<file path="src/rtl/i2c_tgt_pkg.sv">
package i2c_tgt_pkg;
  localparam int unsigned BYTE_W    = 8;
  localparam int unsigned BIT_CNT_W = $clog2(BYTE_W + 1);
  localparam logic [1:0] REG_BUS    = 2'd0;
  localparam logic [1:0] REG_ADR_LO = 2'd1;
  localparam logic [1:0] REG_ADR_HI = 2'd2;
  localparam logic [1:0] REG_ACK    = 2'd3;
  localparam int unsigned DBC_LSB   = 12;
  localparam int unsigned ACK_BIT   = 6;
  localparam int unsigned VLD_BIT   = 7;
  localparam logic [4:0] TEN_HDR    = 5'b11110;

  typedef enum logic [3:0] {
    ST_IDLE, ST_ADR, ST_ADR2, ST_WR, ST_RD, ST_ACK, ST_HOLD, ST_RACK, ST_SKIP
  } tgt_st_e;
endpackage

</file>
<file path="src/rtl/i2c_tgt_glitch.sv">
module i2c_tgt_glitch #(
  parameter int unsigned DBC_W = 3
) (
  input  logic             clk_i,
  input  logic             rst_ni,
  input  logic             raw_i,
  input  logic [DBC_W-1:0] dbc_i,
  output logic             filt_o
);
  logic [DBC_W-1:0] cnt_q;

  always_ff @(posedge clk_i or negedge rst_ni) begin
    if (!rst_ni) begin
      cnt_q  <= '0;
      filt_o <= 1'b1;
    end else if (raw_i == filt_o) begin
      cnt_q <= '0;
    end else if (cnt_q == dbc_i) begin
      cnt_q  <= '0;
      filt_o <= raw_i;
    end else begin
      cnt_q <= cnt_q + 1'b1;
    end
  end
endmodule

</file>
<file path="src/rtl/i2c_tgt_cfg.sv">
module i2c_tgt_cfg
  import i2c_tgt_pkg::*;
#(
  parameter int unsigned CFG_DW  = 32,
  parameter int unsigned DBC_W   = 3,
  parameter int unsigned DBC_RST = 2
) (
  input  logic              clk_i,
  input  logic              rst_ni,
  input  logic              we_i,
  input  logic [1:0]        addr_i,
  input  logic [CFG_DW-1:0] wdata_i,
  input  logic              consume_i,
  output logic [DBC_W-1:0]  dbc_o,
  output logic [BYTE_W-1:0] own_lo_o,
  output logic [1:0]        own_hi_o,
  output logic              ten_o,
  output logic              ack_o,
  output logic              vld_o,
  output logic              en_o,
  output logic [3:0]        mode_o
);
  logic unused_wdata;
  assign unused_wdata = ^wdata_i;

  always_ff @(posedge clk_i or negedge rst_ni) begin
    if (!rst_ni) begin
      dbc_o    <= DBC_W'(DBC_RST);
      own_lo_o <= '0;
      own_hi_o <= '0;
      ten_o    <= 1'b0;
      ack_o    <= 1'b0;
      vld_o    <= 1'b0;
    end else begin
      if (consume_i) vld_o <= 1'b0;
      if (we_i) begin
        unique case (addr_i)
          REG_BUS:    dbc_o <= wdata_i[DBC_LSB +: DBC_W];
          REG_ADR_LO: own_lo_o <= wdata_i[BYTE_W-1:0];
          REG_ADR_HI: begin
            ten_o    <= wdata_i[0];
            own_hi_o <= wdata_i[2:1];
          end
          default: begin
            ack_o <= wdata_i[ACK_BIT];
            vld_o <= wdata_i[VLD_BIT];
          end
        endcase
      end
    end
  end

  assign en_o   = ten_o ? |{own_hi_o, own_lo_o} : |own_lo_o[BYTE_W-2:0];
  assign mode_o = en_o ? 4'b0111 : 4'b1000;
endmodule

</file>
<file path="src/rtl/i2c_tgt_fsm.sv">
module i2c_tgt_fsm
  import i2c_tgt_pkg::*;
(
  input  logic              clk_i,
  input  logic              rst_ni,
  input  logic              scl_i,
  input  logic              sda_i,
  input  logic              en_i,
  input  logic              ten_i,
  input  logic [BYTE_W-1:0] own_lo_i,
  input  logic [1:0]        own_hi_i,
  input  logic              ack_i,
  input  logic              vld_i,
  output logic              consume_o,
  output logic              sda_low_o,
  output logic              held_o,
  output logic              start_o,
  output logic              stop_o,
  output logic              match_o,
  output logic              rd_o,
  output logic              rx_valid_o,
  output logic [BYTE_W-1:0] rx_data_o,
  output logic              nack_o
);
  tgt_st_e st_q, ret_q;
  logic scl_q, sda_q, ten_hit_q, first_wr_q;
  logic [BIT_CNT_W-1:0] bit_cnt_q;
  logic [BYTE_W-1:0]    sh_q;
  logic rise, fall, start_det, stop_det, byte_end;
  logic a7_hit, hdr_hit, lo_hit;

  assign rise      = scl_i & ~scl_q;
  assign fall      = ~scl_i & scl_q;
  assign start_det = scl_i & scl_q & sda_q & ~sda_i;
  assign stop_det  = scl_i & scl_q & ~sda_q & sda_i;
  assign byte_end  = fall && (bit_cnt_q == BIT_CNT_W'(BYTE_W));

  assign a7_hit  = en_i && !ten_i && (sh_q[BYTE_W-1:1] == own_lo_i[BYTE_W-2:0]);
  assign hdr_hit = en_i && ten_i && (sh_q[7:3] == TEN_HDR) && (sh_q[2:1] == own_hi_i);
  assign lo_hit  = (sh_q == own_lo_i);
  assign held_o  = (st_q == ST_HOLD);

  always_ff @(posedge clk_i or negedge rst_ni) begin
    if (!rst_ni) begin
      st_q       <= ST_IDLE;
      ret_q      <= ST_IDLE;
      scl_q      <= 1'b1;
      sda_q      <= 1'b1;
      bit_cnt_q  <= '0;
      sh_q       <= '0;
      ten_hit_q  <= 1'b0;
      first_wr_q <= 1'b0;
      sda_low_o  <= 1'b0;
      consume_o  <= 1'b0;
      start_o    <= 1'b0;
      stop_o     <= 1'b0;
      match_o    <= 1'b0;
      rd_o       <= 1'b0;
      rx_valid_o <= 1'b0;
      rx_data_o  <= '0;
      nack_o     <= 1'b0;
    end else begin
      scl_q      <= scl_i;
      sda_q      <= sda_i;
      consume_o  <= 1'b0;
      start_o    <= 1'b0;
      stop_o     <= 1'b0;
      match_o    <= 1'b0;
      rx_valid_o <= 1'b0;
      nack_o     <= 1'b0;
      if (stop_det) begin
        st_q      <= ST_IDLE;
        ten_hit_q <= 1'b0;
        sda_low_o <= 1'b0;
        bit_cnt_q <= '0;
        stop_o    <= 1'b1;
      end else if (start_det) begin
        st_q      <= ST_ADR;
        sda_low_o <= 1'b0;
        bit_cnt_q <= '0;
        start_o   <= 1'b1;
      end else begin
        unique case (st_q)
          ST_ADR, ST_ADR2, ST_WR, ST_RD: begin
            if (rise) begin
              sh_q      <= {sh_q[BYTE_W-2:0], sda_i};
              bit_cnt_q <= bit_cnt_q + 1'b1;
            end else if (byte_end) begin
              bit_cnt_q <= '0;
              st_q      <= ST_SKIP;
              if (st_q == ST_ADR) begin
                if (a7_hit) begin
                  sda_low_o  <= 1'b1;
                  st_q       <= ST_ACK;
                  ret_q      <= sh_q[0] ? ST_RD : ST_WR;
                  match_o    <= 1'b1;
                  rd_o       <= sh_q[0];
                  first_wr_q <= ~sh_q[0];
                end else if (hdr_hit && !sh_q[0]) begin
                  sda_low_o <= 1'b1;
                  st_q      <= ST_ACK;
                  ret_q     <= ST_ADR2;
                  ten_hit_q <= 1'b0;
                end else if (hdr_hit && ten_hit_q) begin
                  sda_low_o <= 1'b1;
                  st_q      <= ST_ACK;
                  ret_q     <= ST_RD;
                  match_o   <= 1'b1;
                  rd_o      <= 1'b1;
                end
              end else if (st_q == ST_ADR2) begin
                if (lo_hit) begin
                  sda_low_o  <= 1'b1;
                  st_q       <= ST_ACK;
                  ret_q      <= ST_WR;
                  ten_hit_q  <= 1'b1;
                  match_o    <= 1'b1;
                  rd_o       <= 1'b0;
                  first_wr_q <= 1'b1;
                end
              end else if (st_q == ST_WR) begin
                rx_valid_o <= 1'b1;
                rx_data_o  <= sh_q;
                if (!first_wr_q) begin
                  sda_low_o <= 1'b1;
                  st_q      <= ST_ACK;
                  ret_q     <= ST_WR;
                end else begin
                  first_wr_q <= 1'b0;
                  if (vld_i) begin
                    sda_low_o <= ack_i;
                    consume_o <= 1'b1;
                    st_q      <= ST_ACK;
                    ret_q     <= ack_i ? ST_WR : ST_SKIP;
                  end else begin
                    st_q <= ST_HOLD;
                  end
                end
              end else begin
                st_q <= ST_RACK;
              end
            end
          end
          ST_HOLD: begin
            if (vld_i) begin
              sda_low_o <= ack_i;
              consume_o <= 1'b1;
              st_q      <= ST_ACK;
              ret_q     <= ack_i ? ST_WR : ST_SKIP;
            end
          end
          ST_ACK: begin
            if (fall) begin
              st_q      <= ret_q;
              sda_low_o <= 1'b0;
              bit_cnt_q <= '0;
            end
          end
          ST_RACK: begin
            if (rise && sda_i) begin
              nack_o <= 1'b1;
              st_q   <= ST_SKIP;
            end else if (fall) begin
              st_q      <= ST_RD;
              bit_cnt_q <= '0;
            end
          end
          default: ;
        endcase
      end
    end
  end
endmodule

</file>
<file path="src/rtl/i2c_tgt_matcher.sv">
module i2c_tgt_matcher
  import i2c_tgt_pkg::*;
#(
  parameter int unsigned CFG_DW  = 32,
  parameter int unsigned DBC_W   = 3,
  parameter int unsigned DBC_RST = 2
) (
  input  logic              clk_i,
  input  logic              rst_ni,
  input  logic              scl_i,
  input  logic              sda_i,
  input  logic              cfg_we_i,
  input  logic [1:0]        cfg_addr_i,
  input  logic [CFG_DW-1:0] cfg_wdata_i,
  output logic              scl_hold_o,
  output logic              sda_low_o,
  output logic [3:0]        tgt_mode_o,
  output logic              start_o,
  output logic              stop_o,
  output logic              match_o,
  output logic              rd_o,
  output logic              rx_valid_o,
  output logic [BYTE_W-1:0] rx_data_o,
  output logic              held_o,
  output logic              nack_o
);
  localparam int unsigned N_LINES = 2;

  logic [DBC_W-1:0]   dbc;
  logic [BYTE_W-1:0]  own_lo;
  logic [1:0]         own_hi;
  logic               ten, ack, vld, en, consume;
  logic [N_LINES-1:0] raw, filt;

  assign raw = {sda_i, scl_i};

  for (genvar g = 0; g < N_LINES; g++) begin : g_line
    i2c_tgt_glitch #(.DBC_W(DBC_W)) u_flt (
      .clk_i (clk_i),
      .rst_ni(rst_ni),
      .raw_i (raw[g]),
      .dbc_i (dbc),
      .filt_o(filt[g])
    );
  end

  i2c_tgt_cfg #(.CFG_DW(CFG_DW), .DBC_W(DBC_W), .DBC_RST(DBC_RST)) u_cfg (
    .clk_i    (clk_i),
    .rst_ni   (rst_ni),
    .we_i     (cfg_we_i),
    .addr_i   (cfg_addr_i),
    .wdata_i  (cfg_wdata_i),
    .consume_i(consume),
    .dbc_o    (dbc),
    .own_lo_o (own_lo),
    .own_hi_o (own_hi),
    .ten_o    (ten),
    .ack_o    (ack),
    .vld_o    (vld),
    .en_o     (en),
    .mode_o   (tgt_mode_o)
  );

  i2c_tgt_fsm u_fsm (
    .clk_i     (clk_i),
    .rst_ni    (rst_ni),
    .scl_i     (filt[0]),
    .sda_i     (filt[1]),
    .en_i      (en),
    .ten_i     (ten),
    .own_lo_i  (own_lo),
    .own_hi_i  (own_hi),
    .ack_i     (ack),
    .vld_i     (vld),
    .consume_o (consume),
    .sda_low_o (sda_low_o),
    .held_o    (held_o),
    .start_o   (start_o),
    .stop_o    (stop_o),
    .match_o   (match_o),
    .rd_o      (rd_o),
    .rx_valid_o(rx_valid_o),
    .rx_data_o (rx_data_o),
    .nack_o    (nack_o)
  );

  assign scl_hold_o = held_o;
endmodule

</file>
<file path="config.mk">
export PLATFORM = sky130hd
export DESIGN_NAME = i2c_tgt_matcher
export DESIGN_NICKNAME = d
export VERILOG_FILES = /design/src/rtl/i2c_tgt_pkg.sv /design/src/rtl/i2c_tgt_glitch.sv /design/src/rtl/i2c_tgt_cfg.sv /design/src/rtl/i2c_tgt_fsm.sv /design/src/rtl/i2c_tgt_matcher.sv
export SDC_FILE = /design/constraint.sdc
export NUM_CORES = 1
export LEC_CHECK = 0
export BUFFER_PORTS_ARGS = -buffer_cell sky130_fd_sc_hd__buf_2
export CAP_MARGIN = 20
export CORE_AREA = 8 8 79 150
export DETAILED_ROUTE_END_ITERATION = 6
export DIE_AREA = 0 0 87 158
export GPL_TIMING_DRIVEN = 0
export HOLD_SLACK_MARGIN = 0.02
export PLACE_DENSITY_LB_ADDON = 0.12
export RECOVER_POWER = 25
export SLEW_MARGIN = 20
export SYNTH_ARGS = -nofsm -noshare
export SYNTH_HDL_FRONTEND = slang
export SYNTH_HIERARCHICAL = 1
export SYNTH_SLANG_ARGS = --single-unit
</file>
<file path="constraint.sdc">
create_clock -name clk_i -period 3 [get_ports clk_i]
set_input_delay 0.6 -clock clk_i [delete_from_list [all_inputs] [get_ports clk_i]]
set_output_delay 0.6 -clock clk_i [all_outputs]
set_load 0.01 [all_outputs]
</file>
==> flow_metrics.env, run 1 <==
export IMPL_grt_pass1_wl_um=13600
export IMPL_wl_um=8370
export IMPL_ys_seq_elements=64
export IMPL_fin_crit_sh_pct=80.5
export IMPL_hold_viol_final=0
export IMPL_worst_setup_path_type="flip-flop to flip-flop"
export IMPL_grt_max_degree=40
export IMPL_antenna_found_initial=0
export IMPL_path_clk_slew_ns=0.05
export IMPL_coreArea_um2=9950
export IMPL_relSlewSlack_pct=7.36
export IMPL_viasPerCell=5.13
export IMPL_clock_skew_ns=0.00779
export IMPL_cts_max_path_buffers=2
export IMPL_globalplace_congestion=0.852
export IMPL_syn_nets=359
export IMPL_antenna_cells=0
export IMPL_synth_cell_types=63
export IMPL_drtIter0Drc=229
export IMPL_rsz0062_at_grt="no"
export IMPL_ir_drop_v=0.000417
export IMPL_synth_area_um2=3470
export IMPL_grtUsageTotal_pct=12.9
export IMPL_start_kind="flip-flop"
export IMPL_syn_inst=316
export IMPL_row_count=52
export IMPL_routedWlPerCell_um=16.5
export IMPL_die_h_um=158
export IMPL_cts_max_level=3
export IMPL_drive_gt1_share_pct=32.6
export IMPL_setup_violations_final=0
export IMPL_finalSetupTns_ns=0
export IMPL_cts_root_buf="clkbuf_16"
export IMPL_holdBufCountCts=0
export IMPL_post_cts_buffers=0
export IMPL_drc=0
export IMPL_p_leak_nw=1.92
export IMPL_postRouteAntennaNets=0
export IMPL_synthFlopType="dfrtp_1"
export IMPL_yosys_warnings=6
export IMPL_syn_to_final_growth_pct=20.0
export IMPL_initial_core_util_pct=34.8
export IMPL_die_x_um=87
export IMPL_critPathMaxFanout=8
export IMPL_cap_violations=0
export IMPL_whs_ns=0.482
export IMPL_cts_inserted_buffers=9
export IMPL_grt_pass1_vias=2728
export IMPL_arrival_ns=2.62
export IMPL_ys_seq_area_share_pct=46.4
export IMPL_outcome="completed"
export IMPL_synthArstFlopShare_pct=100
export IMPL_final_common_cell="dfrtp_1"
export IMPL_period_needed_ns=2.41
export IMPL_dpl_hpwl_um=6380
export IMPL_synth_edff_count=0
export IMPL_layout_common_cells="dfrtp_1, buf_2, mux2_2, nor2_1, nand2_1"
export IMPL_ctsResizeCount=0
export IMPL_num_vias=2596
export IMPL_fillCellCount=985
export IMPL_maxSlewViolCount=0
export IMPL_ios=60
export IMPL_worst_pin_slew_ns=1.39
export IMPL_cp_end_kind="flip-flop"
export IMPL_cts_sinks=64
export IMPL_worstSkewPairLatency_ns=0.33
export IMPL_overflow=0
export IMPL_required_ns=3.21
export IMPL_fmax_mhz=414
export IMPL_min_path_type="flip-flop to flip-flop"
export IMPL_drtPass1Iterations=4
export IMPL_fin_nets=409
export IMPL_port_buffers=38
export IMPL_die_area_um2=13700
export IMPL_powerDensity_nw_per_um2=956
export IMPL_avgSynthCellArea_um2=11.0
export IMPL_cts_tree="yes"
final timing paths:
path	start	to	slack, ns	cells after the start
min reg2reg	g_line[1].u_flt/filt_o$_DFFE_PN1P_	u_fsm/sda_q$_DFF_PN1_	0.48	0
max reg2reg	g_line[1].u_flt/filt_o$_DFFE_PN1P_	u_fsm/bit_cnt_q[3]$_DFFE_PN0P_	0.59	7
min	g_line[1].u_flt/filt_o$_DFFE_PN1P_	u_fsm/sda_q$_DFF_PN1_	0.48	0
max	g_line[1].u_flt/filt_o$_DFFE_PN1P_	u_fsm/bit_cnt_q[3]$_DFFE_PN0P_	0.59	7
min in group asynchronous	rst_ni	u_fsm/st_q[2]$_DFFE_PN0P_	0.58	1
max in group asynchronous	rst_ni	u_cfg/own_hi_o[1]$_DFFE_PN0P_	0.80	2
synthesized netlist by cell type (2+ instances only):
cell       number  area share, %
o21bai_1        2           0.43
buf_2           5           0.72
a31o_2          2           0.51
nor4_1          7            1.3
a211oi_1        3           0.65
a2bb2oi_1       2           0.51
buf_6           3           0.97
a21oi_1         9            1.3
nand3b_1        3           0.65
a31oi_1         2           0.36
a22oi_1         2           0.43
buf_4           6            1.3
nand2b_1        3           0.54
xor2_1         17            4.3
inv_1          11            1.2
o31ai_1         3           0.65
a21o_1          4           0.87
and2_1          4           0.72
o21ai_0        10            1.4
nand2_1        19            2.1
nand3_1         6           0.87
nor2b_1         6            1.1
nand4_1         4           0.72
a311oi_1        2           0.51
or2_2           3           0.54
ha_1            4            1.4
nand4b_1        2           0.51
o311ai_0        2           0.51
and3_1          4           0.72
nor2_1         20            2.2
mux2_2         33             11
nor3_1          9            1.3
xnor2_1         9            2.3
dfstp_2         5            3.8
mux2_1          2           0.65
and2b_1         2           0.43
clkbuf_1        2           0.22
dfrtp_1        59             43
through the flow:
| step | cells | power, mW | cell area, µm² | setup WS [ns] | utilization, % |
|---|---|---|---|---|---|
| floorplan | 316 | 2.44 | 3470 | 0.962 | - |
| global placement | 489 | 2.82 | 3820 | 0.678 | 38.4 |
| detailed placement | 490 | 2.85 | 3850 | 0.631 | 38.7 |
| CTS | 506 | 4.02 | 4180 | 0.620 | 42.0 |
| global route | 506 | 4.21 | 4160 | 0.269 | 41.8 |
| finish | 506 | 3.97 | 4160 | 0.586 | 41.8 |
where the power goes:
| group | switching (mW) | internal, mW | leakage, nW |
|---|---|---|---|
| clock | 0.387 | 0.752 | 0.159 |
| combinational | 0.826 | 0.653 | 0.957 |
| sequential | 0.251 | 1.10 | 0.809 |
| total | 1.46 | 2.51 | 1.92 |
worst max-delay path: stages, from the launching register on:
cell	delay [ns]
dfstp_1	0.67
and4b_1	0.24
buf_6	0.13
or2_2	0.31
a221oi_1	0.61
nor3_1	0.11
a21oi_1	0.14
o21ai_0	0.08
layer usage:
metal / GRT usage (%) / up-vias / wire (µm)
met4: 6.53 / 0 / 166
met1: 14.7 / 1287 / 3650
li1: - / 1231 / -
met3: 3.22 / 14 / 352
met5: 0 / - / 0
met2: 21.6 / 64 / 4200
kinds of logic after synthesis:
group                    synth area share (%)
XOR/XNOR                                 7.04
buffers and inverters                    4.40
flip-flops                               46.4
multiplexers                             11.7
AND/OR/NAND/NOR                          16.7
AO/OA/AOI/OAI                            12.3
adder cells (fa/ha/maj)                  1.44
area by class of cell:
class | instances | area, µm² | area share, %
clock inverter | 6 | 90.1 | 2.17
multi-input combinational | 225 | 1710 | 41.0
inverter | 11 | 41.3 | 0.993
sequential | 64 | 1610 | 38.7
clock buffer | 10 | 239 | 5.75
buffer | 16 | 111 | 2.68
timing repair buffer | 39 | 194 | 4.66
tap | 135 | 169 | 4.06
sequential cells by signal (all words and copies together), names as in the netlist, 3 cells and up:
signal              cells
u_fsm/rx_data_o         8
u_cfg/own_lo_o          8
g_line.u_flt/cnt_q      6
u_fsm/ret_q             4
u_fsm/st_q              4
u_fsm/sh_q              8
u_fsm/bit_cnt_q         4
u_cfg/dbc_o             3
(Power assumes the default switching activity.)
==> run 2, diff against run 1 <==
--- a/config.mk
+++ b/config.mk
@@ -5,11 +5,12 @@
 export SDC_FILE = /design/constraint.sdc
 export NUM_CORES = 1
 export LEC_CHECK = 0
+export ABC_AREA = 1
 export BUFFER_PORTS_ARGS = -buffer_cell sky130_fd_sc_hd__buf_2
 export CAP_MARGIN = 20
-export CORE_AREA = 8 8 79 150
+export CORE_AREA = 8 8 81 154
 export DETAILED_ROUTE_END_ITERATION = 6
-export DIE_AREA = 0 0 87 158
+export DIE_AREA = 0 0 89 162
 export GPL_TIMING_DRIVEN = 0
 export HOLD_SLACK_MARGIN = 0.02
 export PLACE_DENSITY_LB_ADDON = 0.12
==> constraint.sdc (replaced) <==
create_clock -name clk_i -period 2 [get_ports clk_i]
set_input_delay 0.4 -clock clk_i [delete_from_list [all_inputs] [get_ports clk_i]]
set_output_delay 0.4 -clock clk_i [all_outputs]
set_load 0.01 [all_outputs]
==> run 2 against run 1 <==
Net effect:
- sequential cell count is the same
- clock-buffer cell count grew 4
- sequential power grew 50%
- hold slack lost 0.19 ns
==> flow_metrics.env, run 2 <==
export IMPL_path_delay_family="buffers and inverters"
export IMPL_clock_skew_ns=0.00626
export IMPL_cts_tree="yes"
export IMPL_fin_ws_ns=0.138
export IMPL_initial_core_util_pct=34.7
export IMPL_drive_gt1_share_pct=21.9
export IMPL_cts_sinks=64
export IMPL_grtUsageTotal_pct=14.3
export IMPL_synth_most_common_cell="nand2_1"
export IMPL_p_int_mw=3.67
export IMPL_grt_max_degree=47
export IMPL_layout_common_cells="nand2_1, inv_1, dfrtp_1, buf_2, o21ai_0"
export IMPL_yosysTopAreaCellShare_pct=40.7
export IMPL_whs_ns=0.294
export IMPL_ios=60
export IMPL_reg_top3="u_cfg/own_lo_o x8, u_fsm/rx_data_o x8, u_fsm/sh_q x8"
export IMPL_min_path_type="input pin to flip-flop"
export IMPL_dp_slack_ns=-0.101
export IMPL_powerDensity_nw_per_um2=1440
export IMPL_combPwrFrac_pct=41.8
export IMPL_cts_root_buf="clkbuf_16"
export IMPL_synth_cell_types=32
export IMPL_grt_pass1_wl_um=15400
export IMPL_ir_drop_v=0.000511
export IMPL_dpl_hpwl_um=7400
export IMPL_worstSkewPairLatency_ns=0.33
export IMPL_relSlewSlack_pct=18.8
export IMPL_wl_um=9510
export IMPL_fillCellCount=1141
export IMPL_synth_area_um2=3630
export IMPL_critPathMaxFanout=7
export IMPL_fmax_mhz=537
export IMPL_period_needed_ns=1.86
export IMPL_postRouteAntennaNets=0
export IMPL_coreArea_um2=10500
export IMPL_cts_inserted_buffers=9
export IMPL_crit_chain="inv_1, nand2_2, inv_2, nand3_4, inv_1, buf_4, buf_2"
export IMPL_fin_nets=587
export IMPL_ys_seq_area_share_pct=44.3
export IMPL_avgSynthCellArea_um2=7.52
export IMPL_viasPerCell=4.63
export IMPL_crit_path_frequent_cell="inv_1"
export IMPL_arrival_ns=1.46
export IMPL_path_clk_slew_ns=0.06
export IMPL_die_x_um=89
export IMPL_rsz0062_at_grt="yes"
export IMPL_synthArstFlopShare_pct=100
export IMPL_ys_seq_elements=64
export IMPL_antenna_cells=0
export IMPL_fin_crit_sh_pct=93.1
export IMPL_port_buffers=38
export IMPL_cts_max_path_buffers=2
export IMPL_start_kind="flip-flop"
export IMPL_syn_inst=483
export IMPL_final_common_cell="nand2_1"
export IMPL_netSwitchingPower_mw=2.69
export IMPL_syn_nets=526
export IMPL_globalplace_congestion=0.856
export IMPL_grt_pass1_vias=3191
export IMPL_overflow=0
export IMPL_slowest_stage="dfrtp_1"
export IMPL_synth_edff_count=0
export IMPL_cp_slowest_stage_delay_ns=0.39
export IMPL_netlist_top_cells_count="nand2_1, inv_1, dfrtp_1, nor2_1, o21ai_0"
export IMPL_drtIter0Drc=155
export IMPL_drc=0
export IMPL_cap_violations=0
export IMPL_row_count=53
export IMPL_cp_end_kind="output pin"
export IMPL_worst_setup_path_type="flip-flop to output pin"
export IMPL_required_ns=1.60
export IMPL_p_seq_share_pct=32.0
export IMPL_worst_pin_slew_ns=1.22
export IMPL_drtPass1Iterations=4
export IMPL_synth_top_area_cell="dfrtp_1"
export IMPL_p_clk_share_pct=26.2
export IMPL_die_area_um2=14400
export IMPL_netSwitchingFraction_pct=42.3
export IMPL_syn_to_final_growth_pct=21.8
export IMPL_hold_viol_final=0
export IMPL_outcome="completed"
export IMPL_maxSlewViolCount=0
export IMPL_setup_violations_final=0
export IMPL_cts_max_level=3
export IMPL_num_vias=3179
export IMPL_die_h_um=162
export IMPL_routedWlPerCell_um=13.9
export IMPL_cp_num_buf_inv=5
export IMPL_synthFlopType="dfrtp_1"
export IMPL_synthTopCellsByArea="dfrtp_1, nand2_1, inv_1"
export IMPL_yosys_warnings=6
export IMPL_p_leak_nw=2.30
export IMPL_finalSetupTns_ns=0
export IMPL_antenna_found_initial=0
[run 2: stage by stage]
step | power [mW] | cell area [µm²] | utilization [%] | cells
after CTS | 6.34 | 4360 | 41.6 | 676
after detailed placement | 4.64 | 4020 | 38.4 | 659
final | 6.35 | 4420 | 42.2 | 686
after global placement | 4.58 | 3990 | 38.1 | 658
after floorplan | 3.91 | 3630 | - | 483
after global routing | 6.87 | 4420 | 42.2 | 686
[run 2: final timing paths]
check	cells after the start	startpoint	to	slack [ns]
max	7	u_fsm/st_q[3]$_DFFE_PN0P_	scl_hold_o	0.14
min in group asynchronous	2	rst_ni	u_fsm/bit_cnt_q[1]$_DFFE_PN0P_	0.85
min	3	cfg_wdata_i[13]	u_cfg/dbc_o[1]$_DFFE_PN1P_	0.29
max reg2reg	13	u_fsm/scl_q$_DFF_PN1_	u_fsm/sda_low_o$_DFFE_PN0P_	0.15
min reg2reg	0	g_line[1].u_flt/filt_o$_DFFE_PN1P_	u_fsm/sda_q$_DFF_PN1_	0.42
max in group asynchronous	3	rst_ni	u_cfg/dbc_o[1]$_DFFE_PN1P_	0.28
[run 2: area by class of cell]
type                    count  area (µm²)  area share, %
flip-flops and latches     64        1610           36.4
multi-input cells         332        1680           38.0
well taps                 137         171           3.87
clock inverters             2        35.0          0.792
plain buffers               7        42.5          0.962
repair buffers             50         299           6.76
inverters                  80         300           6.79
clock buffers              14         284           6.42
[run 2: cells by family (layout without fill, tap and decap cells)]
family	count (synthesis)	count (layout)	share of synthesized area [%]
fa+ha+maj	4	4	1.38
compound gates	60	60	9.68
xor+xnor	16	16	3.86
buf+inv	87	153	9.65
flops	64	64	44.3
simple gates	252	252	31.2
[run 2: tightest hold or removal path: stages]
cell,delay [ns]
buf_2,0.10
inv_1,0.04
o21ai_0,0.08
[run 2: power groups by stage]
stage / Clock [mW] / Sequential (mW) / Combinational (mW)
2_1_floorplan: 0 / 1.96 / 1.95
6_report: 1.66 / 2.04 / 2.65
3_3_place_gp: 0 / 2.06 / 2.52
5_1_grt: 1.76 / 2.09 / 3.02
4_1_cts: 1.70 / 2.05 / 2.59
3_5_place_dp: 0 / 2.07 / 2.57
[run 2: repair_timing]
item,CTS,global route
hold buffers,1,0
gates cloned,0,0
gates resized for setup,2,12
setup endpoints to repair,11,16
hold endpoints to repair,17,0
pin swaps,0,1
setup buffers,0,10
[run 2: per-layer routing]
| metal | GRT usage, % | routed length [µm] | share of wire [%] | up-vias |
|---|---|---|---|---|
| met5 | 0 | 0 | 0 | - |
| met1 | 13.2 | 3510 | 37 | 1476 |
| met4 | 8.85 | 404 | 4.2 | 0 |
| met2 | 26.6 | 5320 | 56 | 56 |
| li1 | - | - | - | 1624 |
| met3 | 2.99 | 269 | 2.8 | 23 |
==> run 3, diff against run 2 <==
--- a/config.mk
+++ b/config.mk
@@ -8,9 +8,9 @@
 export ABC_AREA = 1
 export BUFFER_PORTS_ARGS = -buffer_cell sky130_fd_sc_hd__buf_2
 export CAP_MARGIN = 20
-export CORE_AREA = 8 8 81 154
+export CORE_AREA = 8 8 78 149
 export DETAILED_ROUTE_END_ITERATION = 6
-export DIE_AREA = 0 0 89 162
+export DIE_AREA = 0 0 86 157
 export GPL_TIMING_DRIVEN = 0
 export HOLD_SLACK_MARGIN = 0.02
 export PLACE_DENSITY_LB_ADDON = 0.12
@@ -18,5 +18,4 @@
 export SLEW_MARGIN = 20
 export SYNTH_ARGS = -nofsm -noshare
 export SYNTH_HDL_FRONTEND = slang
-export SYNTH_HIERARCHICAL = 1
 export SYNTH_SLANG_ARGS = --single-unit
==> run 3 against run 2 <==
Net effect:
- cell count decreased by 9.3%
- design area decreased by 4.0%
- die area decreased by 6.4%
- critical path depth decreased by 2
- non-clock buffer count increased by 2
- clock-buffer cell count decreased by 3
- largest cell class is now registers
==> flow_metrics.env, run 3 <==
export IMPL_required_ns=1.60
export IMPL_ys_seq_elements=64
export IMPL_fin_nets=528
export IMPL_maxSlewViolCount=0
export IMPL_arrival_ns=1.54
export IMPL_synth_edff_count=0
export IMPL_cts_max_level=3
export IMPL_start_kind="flip-flop"
export IMPL_hold_start="cfg_wdata_i[3]"
export IMPL_finalSetupTns_ns=0
export IMPL_fin_ws_ns=0.0557
export IMPL_ys_seq_area_share_pct=47.0
export IMPL_cts_inserted_buffers=9
export IMPL_overflow=0
export IMPL_worst_pin_slew_ns=0.721
export IMPL_synthArstFlopShare_pct=100
export IMPL_p_leak_nw=2.10
export IMPL_worst_setup_path_type="flip-flop to output pin"
export IMPL_routedWlPerCell_um=13.5
export IMPL_yosys_warnings=0
export IMPL_powerDensity_nw_per_um2=1450
export IMPL_yosysTopAreaCellShare_pct=43.2
export IMPL_cts_sinks=64
export IMPL_drc=0
export IMPL_die_h_um=157
export IMPL_antenna_cells=0
export IMPL_fin_cells=622
export IMPL_critPathMaxFanout=7
export IMPL_initial_core_util_pct=35.5
export IMPL_final_common_cell="nand2_1"
export IMPL_postRouteAntennaNets=0
export IMPL_clock_skew_ns=0.00882
export IMPL_cts_tree="yes"
export IMPL_dp_cells=593
export IMPL_syn_nets=465
export IMPL_cap_violations=0
export IMPL_grt_pass1_vias=2986
export IMPL_dpl_hpwl_um=6520
export IMPL_grt_max_degree=55
export IMPL_totalPowerFinal_mw=6.16
export IMPL_fin_crit_sh_pct=97.2
export IMPL_setup_violations_final=0
export IMPL_synth_area_um2=3420
export IMPL_reg_top3="u_cfg.own_lo_o x8, u_fsm.rx_data_o x8, u_fsm.sh_q x8"
export IMPL_wl_um=8420
export IMPL_rsz0062_at_grt="yes"
export IMPL_coreArea_um2=9640
export IMPL_grtUsageTotal_pct=13.5
export IMPL_synth_cell_types=32
export IMPL_viasPerCell=4.64
export IMPL_grt_pass1_wl_um=14000
export IMPL_globalplace_congestion=0.850
export IMPL_crit_start="u_fsm.st_q[3]$_DFFE_PN0P_"
export IMPL_ir_drop_v=0.000640
export IMPL_worstSkewPairLatency_ns=0.33
export IMPL_avgSynthCellArea_um2=8.10
export IMPL_cts_root_buf="clkbuf_16"
export IMPL_syn_to_final_growth_pct=24.3
export IMPL_synth_top_area_cell="dfrtp_1"
export IMPL_cp_end_kind="output pin"
export IMPL_syn_inst=422
export IMPL_fmax_mhz=514
export IMPL_die_area_um2=13500
export IMPL_r2r_start="g_line[0].u_flt.filt_o$_DFFE_PN1P_"
export IMPL_fin_util_pct=44.1
export IMPL_period_needed_ns=1.94
export IMPL_drtPass1Iterations=4
export IMPL_outcome="completed"
export IMPL_num_vias=2887
export IMPL_synth_most_common_cell="nand2_1"
export IMPL_ios=60
export IMPL_drtIter0Drc=120
export IMPL_dp_slack_ns=-0.0317
export IMPL_path_clk_slew_ns=0.06
export IMPL_synthFlopType="dfrtp_1"
export IMPL_hold_viol_final=0
export IMPL_antenna_found_initial=0
export IMPL_row_count=51
export IMPL_netlist_top_cells_count="nand2_1, dfrtp_1, inv_1, nor2_1, o21ai_0"
export IMPL_port_buffers=38
export IMPL_die_x_um=86
export IMPL_drive_gt1_share_pct=24.9
export IMPL_cts_max_path_buffers=2
export IMPL_relSlewSlack_pct=52.0
export IMPL_min_path_type="input pin to flip-flop"
export IMPL_synthTopCellsByArea="dfrtp_1, nand2_1, inv_1"
export IMPL_layout_common_cells="nand2_1, dfrtp_1, inv_1, buf_2, nor2_1"
run 3: changes by cell type in the layout (fill, tap and decap cells not counted), moves of 3 or more:
cell      delta
o21ai_1      +5
inv_1       -18
nand4_1      -5
nand2_2      -5
clkbuf_8     -3
xnor2_1      +7
nand2_1     -53
o21ai_0      -3
a21oi_1      -4
nor2_1       +6
mux2_2       +6
run 3: repair_timing:
action | CTS | global route
resized for setup | 1 | 12
buffers inserted | 4 | 8
endpoints found under the hold margin | 10 | 0
setup endpoints to repair | 7 | 14
hold buffers | 1 | 0
pin swaps | 1 | 3
run 3: final timing paths:
path,endpoint,depth (start not counted),slack (ns)
max,scl_hold_o,5,0.06
min,u_cfg.own_lo_o[3]$_DFFE_PN0P_,2,0.31
max reg2reg,u_fsm.sda_low_o$_DFFE_PN0P_,11,0.12
min reg2reg,g_line[0].u_flt.cnt_q[0]$_DFF_PN0_,1,0.48
max in group asynchronous,u_cfg.dbc_o[1]$_DFFE_PN1P_,3,0.57
min in group asynchronous,u_fsm.rx_data_o[7]$_DFFE_PN0P_,2,0.65
run 3: cell families after synthesis:
kind of cell / count (synthesis) / synth area share, %
adder cells (fa/ha/maj): 4 / 1.46
buffers and inverters: 69 / 8.05
multiplexers: 6 / 1.98
AND/OR/NAND/NOR: 197 / 26.0
XOR/XNOR: 25 / 6.40
flip-flops: 64 / 47.0
AO/OA/AOI/OAI: 57 / 9.11
run 3: worst max-delay path, stage by stage, from the launching register on:
cell	delay, ns
dfrtp_1	0.40
inv_1	0.07
nand2_2	0.10
nor3_4	0.35
buf_4	0.17
buf_2	0.12
run 3: layout make-up:
| class | count | area (µm²) |
|---|---|---|
| Fill cell | 985 | 5390 |
| Sequential cell | 64 | 1610 |
| Multi-Input combinational cell | 289 | 1580 |
| Timing Repair Buffer | 52 | 314 |
| Clock buffer | 11 | 243 |
| Inverter | 62 | 236 |
| Tap cell | 132 | 165 |
| Clock inverter | 5 | 56.3 |
| Buffer | 7 | 42.5 |
run 3: metrics by stage:
step	hold WS (ns)	cell area (µm²)
final	0.308	4250
after global routing	0.298	4250
after CTS	0.300	4150
after detailed placement	0.254	3800
after global placement	0.399	3770
after floorplan	0.104	3420
run 3: routing by layer:
layer,GRT usage [%],vias to the layer above,wire (µm)
li1,-,1463,-
met1,12.7,1337,3120
met2,25.4,60,4650
met3,3.13,27,255
met4,8.16,0,395
met5,0,-,0
run 3: power breakdown:
group	internal [mW]	switching, mW
clock network	0.996	0.570
logic	0.975	1.58
registers	1.65	0.384
